## config.mk

```make
export PLATFORM = sky130hd
export DESIGN_NAME = shadow_map_decoder
export DESIGN_NICKNAME = d
export VERILOG_FILES = /design/src/rtl/shadow_map_pkg.sv /design/src/rtl/shadow_region_decode.sv /design/src/rtl/shadow_bank_ctl.sv /design/src/rtl/shadow_map_decoder.sv
export SDC_FILE = /design/constraint.sdc
export NUM_CORES = 1
export LEC_CHECK = 0
export ABC_AREA = 1
export BUFFER_PORTS_ARGS = -buffer_cell sky130_fd_sc_hd__buf_2
export CORE_AREA = 2 2 39 41
export DETAILED_ROUTE_END_ITERATION = 8
export DIE_AREA = 0 0 41 43
export SKIP_CTS_REPAIR_TIMING = 1
export SLEW_MARGIN = 10
export SYNTH_ARGS = -nofsm -noshare
export SYNTH_HDL_FRONTEND = slang
export SYNTH_SLANG_ARGS = --single-unit
export TNS_END_PERCENT = 100
```

## constraint.sdc

```tcl
create_clock -name clk_i -period 0.9 [get_ports clk_i]
set_clock_uncertainty 0.05 [all_clocks]
set_input_delay 0.045 -clock clk_i [delete_from_list [all_inputs] [get_ports clk_i]]
set_output_delay 0.045 -clock clk_i [all_outputs]
set_load 0.01 [all_outputs]
```

## src/rtl/shadow_map_pkg.sv

```systemverilog
package shadow_map_pkg;
  localparam int unsigned ADDR_W    = 16;
  localparam int unsigned NUM_BANKS = 2;
  localparam logic [ADDR_W-1:0] CTL_ADDR = 16'hE1FF;

  typedef struct packed {
    logic ram;
    logic rom;
    logic io;
  } sel_t;
endpackage

```

## src/rtl/shadow_region_decode.sv

```systemverilog
module shadow_region_decode
  import shadow_map_pkg::*;
(
  input  logic [ADDR_W-1:0]    addr_i,
  output logic                 io_page_o,
  output logic [NUM_BANKS-1:0] bank_hit_o
);
  logic top_q;  // $C000-$FFFF
  logic hi_8k;  // $E000-$FFFF

  assign top_q     = addr_i[15] & addr_i[14];
  assign hi_8k     = top_q & addr_i[13];
  // I/O hole: A12..A9 all zero inside the upper 8K
  assign io_page_o = hi_8k & ~(|addr_i[12:9]);

  assign bank_hit_o[0] = top_q & ~addr_i[13];
  assign bank_hit_o[1] = hi_8k & (|addr_i[12:9]);
endmodule

```

## src/rtl/shadow_bank_ctl.sv

```systemverilog
module shadow_bank_ctl #(
  parameter int unsigned WIDTH = 2
) (
  input  logic             clk_i,
  input  logic             rst_ni,
  input  logic             wr_en_i,
  input  logic [WIDTH-1:0] wdata_i,
  output logic [WIDTH-1:0] q_o
);
  always_ff @(posedge clk_i or negedge rst_ni) begin
    if (!rst_ni)      q_o <= '0;
    else if (wr_en_i) q_o <= wdata_i;
  end
endmodule

```

## src/rtl/shadow_map_decoder.sv

```systemverilog
module shadow_map_decoder
  import shadow_map_pkg::*;
#(
  parameter int unsigned DATA_W = 8
) (
  input  logic              clk_i,
  input  logic              rst_ni,
  input  logic [15:0]       addr_i,
  input  logic              rw_i,
  input  logic              e_i,
  input  logic [DATA_W-1:0] data_i,
  output logic              ram_cs_no,
  output logic              rom_cs_no,
  output logic              io_cs_no,
  output logic [DATA_W-1:0] readback_o
);
  logic                 io_page;
  logic [NUM_BANKS-1:0] bank_hit;
  logic [NUM_BANKS-1:0] bank_off;
  logic [NUM_BANKS-1:0] rom_live;
  logic                 ctl_wr;
  sel_t                 sel;

  shadow_region_decode u_dec (
    .addr_i     (addr_i),
    .io_page_o  (io_page),
    .bank_hit_o (bank_hit)
  );

  assign ctl_wr = e_i & ~rw_i & (addr_i == CTL_ADDR);

  shadow_bank_ctl #(.WIDTH(NUM_BANKS)) u_ctl (
    .clk_i   (clk_i),
    .rst_ni  (rst_ni),
    .wr_en_i (ctl_wr),
    .wdata_i (data_i[NUM_BANKS-1:0]),
    .q_o     (bank_off)
  );

  // Per-bank overlay: ROM answers only for reads of an enabled bank
  for (genvar b = 0; b < NUM_BANKS; b++) begin : g_bank
    assign rom_live[b] = bank_hit[b] & ~bank_off[b];
  end

  always_comb begin
    sel     = '0;
    sel.io  = e_i & io_page;
    sel.rom = e_i & rw_i & (|rom_live);
    sel.ram = e_i & ~sel.io & ~sel.rom;
  end

  assign ram_cs_no  = ~sel.ram;
  assign rom_cs_no  = ~sel.rom;
  assign io_cs_no   = ~sel.io;
  assign readback_o = {{(DATA_W-NUM_BANKS){1'b0}}, bank_off};
endmodule

```

==> summary.md <==
• detailed-route DRC error count: 0
• fin crit share: 126.7%
• antenna violation net count after detailed routing: 0
• fraction of layout cells with a size suffix above 1: 50.62%
• count of vias placed by the detailed router: 399
• diode insertion count for antenna repair: 0
• maximum single-stage delay on the critical path: 0.37 ns
• CTS sink cnt: 2
• effective utilization at floorplan: 21.16%
• All-Layer GR Usage: 9.940%
• maximum buffer depth of the clock tree: 2
• Seq/Total Area, Yosys: 17.09%
• number of instances in the placed design: 92
• global-route wire length before repair: 1173 microns
• maximum level of the CTS H-tree: 1
• setup repair after global routing missed its margin: true
• total clock buffers created by CTS: 3
• upper clock frequency limit: 877.3 MHz
• number of flip-flops under the largest register name: 2
• Site Rows: 14
• largest registers: u_ctl.q_o x2
• placeable core region: 1384 sq um
• Register-to-Register Path Depth: 3
• warnings from Yosys: 0
• Endpoint, Worst Hold: u_ctl.q_o[1]
• commonest cells in the synthesized netlist: sky130_fd_sc_hd__nand2_1, sky130_fd_sc_hd__inv_1, sky130_fd_sc_hd__buf_4, sky130_fd_sc_hd__nor2_1, sky130_fd_sc_hd__nand3_1
• most frequent cell after synthesis: sky130_fd_sc_hd__nand2_1
• endpoint of the worst register-to-register path: u_ctl.q_o[0]
• final cell count without fillers: 97
• Final #Nets: 111
• Sw Ratio: 28.45%
• total overflow reported by the global router: 0
• Internal Power: 0.2939 mW
• class of the tightest hold or removal check: in -> reg
• critical path required time: 0.81 ns
• worst setup margin: -0.2399 ns
• EDFF count, synth: 0
• pre-CTS setup slack: -0.08108 ns
• number of antenna violations at the first check in global routing: 0
• Crit. End Element: output pin
• post-layout total power: 0.4107 mW
• critical register-to-register path startpoint: u_ctl.q_o[0]
• Routed WL per cell: 8.299 microns
• fraction of registers with async set or reset after synthesis: 100.0%
• total of buffers placed on input and output ports: 26
• final number of max-transition violations: 0
• Synth area leaders: sky130_fd_sc_hd__nand2_1, sky130_fd_sc_hd__dfrtp_1, sky130_fd_sc_hd__buf_4
• gate family responsible for the most delay along the worst path: flip-flops
• Syn Area/Cell: 5.741 sq um
• worst hold margin: 0.02230 ns
• register ranked first by flip-flop count: u_ctl.q_o
• path type of the worst setup path: reg -> out
• violated checks: setup timing
• outcome: finished, violations left
• Clk Tree Root Cell: sky130_fd_sc_hd__clkbuf_4
• maximum fanout encountered on the critical timing path: 2
• share of total power in sequential cells: 22.1%
• startpoint of the most critical hold path: data_i[1]
• Vias/cell: 4.113
• DIE HEIGHT: 43 microns
• total of max-cap violations: 0
• WL final: 805 microns
• critical-path cell list: inv_2 > nor2_2 > nor3_2 > nand2_1 > nand3_2 > buf_6
• die boundary width: 41 microns
• area share of the largest cell type after synthesis: 20.51%
• Slowest-stage cell, CP: sky130_fd_sc_hd__dfrtp_1
• pin count of the biggest net entering global routing: 6
• via count of the first global-routing pass: 317
• final setup violation count: 2
• post-synthesis cell type count: 14
• most used flip-flop cell after synthesis: sky130_fd_sc_hd__dfrtp_1
• TritonCTS clock tree: yes
• number of instances on the worst hold path: 3
• detailed router's first-iteration violation count: 2
• worst reg-to-reg setup slack: 0.14 ns
• Critical Path Start Type: flip-flop
• clock period minus final worst setup slack: 1.140 ns
• net switching power: 0.1168 mW
• worst-skew pair later-pin latency: 0.22 ns
• synth-to-layout area growth: 66.67%
• share of power burned in the clock network: 49.0%
• clock-pin slew reported for the worst setup and hold paths after clock tree synthesis: 0.03 ns
• detailed-router iteration count before antenna repair: 2
• area of the die: 1763 sq um
• Post-Synthesis Cell Area: 292.8 sq um
• final hold viol count: 0
• most area-hungry cell type in the Yosys netlist: sky130_fd_sc_hd__nand2_1
• synthesis-stage register bit count: 2
• combinational share of power: 28.9%
• fillcell total: 160
• leakage power: 0.2633 nW
• IR drop worst, VDD: 0.0004287 V
• Final Wtd Congestion: 0.6704
• Buf+Inv Stages, Crit Path: 2
• arrival time at the worst endpoint: 1.04 ns
• number of standard cells after synthesis: 51
• number of I/O pins: 39
• post-detailed-placement half-perimeter wirelength: 679.9 microns
• pwr dens: 841.6 nW/um^2
[layout by cell type, fill, tap and decap left out, drive strengths merged]
cell type / netlist / routed
clkbuf: 0 / 3
dfrtp: 2 / 2
nand3: 3 / 3
dlygate4sd3: 0 / 1
nand2: 17 / 17
o21bai: 2 / 2
inv: 7 / 7
conb: 1 / 6
nand4: 2 / 2
buf: 6 / 27
nor2: 9 / 9
nor3: 1 / 1
nand3b: 1 / 1
[stage by stage]
step	utilization (%)	instance area (sq um)	setup TNS [ns]
floorplan	-	316.6	-0.03965
global placement	30.47	421.7	-0.08634
detailed placement	30.47	421.7	-0.1213
CTS	32.10	444.2	-0.6124
global route	35.26	488.0	-0.6620
finish	35.26	488.0	-0.4569
[how the worst max path moves through the flow]
stage | from | end | slack (ns) | cells after the start
after floorplan | u_ctl.q_o[0] | ram_cs_no | -0.04 | 5
after global placement | u_ctl.q_o[0] | ram_cs_no | -0.06 | 6
after detailed placement | u_ctl.q_o[0] | ram_cs_no | -0.08 | 6
after CTS | u_ctl.q_o[0] | ram_cs_no | -0.33 | 6
after global routing | u_ctl.q_o[0] | ram_cs_no | -0.34 | 6
final | u_ctl.q_o[0] | ram_cs_no | -0.24 | 6
[worst min-delay path: cells and delay by family]
| family | cells | cell delay, ns |
|---|---|---|
| buffers and inverters | 1 | 0.07 |
| and+or+nand+nor | 2 | 0.15 |
[routing by layer]
layer | GRT usage (%) | up-vias | wire [microns] | share of wire, %
met2 | 16.56 | 17 | 449 | 56
met5 | 0 | - | 0 | 0
met1 | 9.968 | 175 | 266 | 33
li1 | - | 205 | - | -
met4 | 8.000 | 0 | 19 | 2.4
met3 | 1.571 | 2 | 70 | 8.7
[layout make-up]
class / count / area, sq um / share of cell area (%)
clock buffers: 3 / 22.52 / 4.615
inverters: 7 / 26.28 / 5.385
multi-input cells: 41 / 215.2 / 44.10
flip-flops and latches: 2 / 50.05 / 10.26
well taps: 16 / 20.02 / 4.103
repair buffers: 28 / 153.9 / 31.54
[logic make-up (layout without fill, tap and decap cells)]
logic type,count (synthesis),in the layout,synth area share (%)
and+or+nand+nor,33,33,52.13
buffers and inverters,13,38,24.36
AOI/OAI and AO/OA,2,2,5.127
DFF,2,2,17.09
other,1,6,1.281
[power by group through the flow]
stage	Sequential (mW)	Combinational (mW)	Clock, mW
4_1_cts	0.0906	0.104	0.212
3_5_place_dp	0.0916	0.104	0
5_1_grt	0.0906	0.133	0.218
3_3_place_gp	0.0916	0.0999	0
2_1_floorplan	0.0917	0.0645	0
6_report	0.0907	0.119	0.201
(Power assumes the default switching activity.)
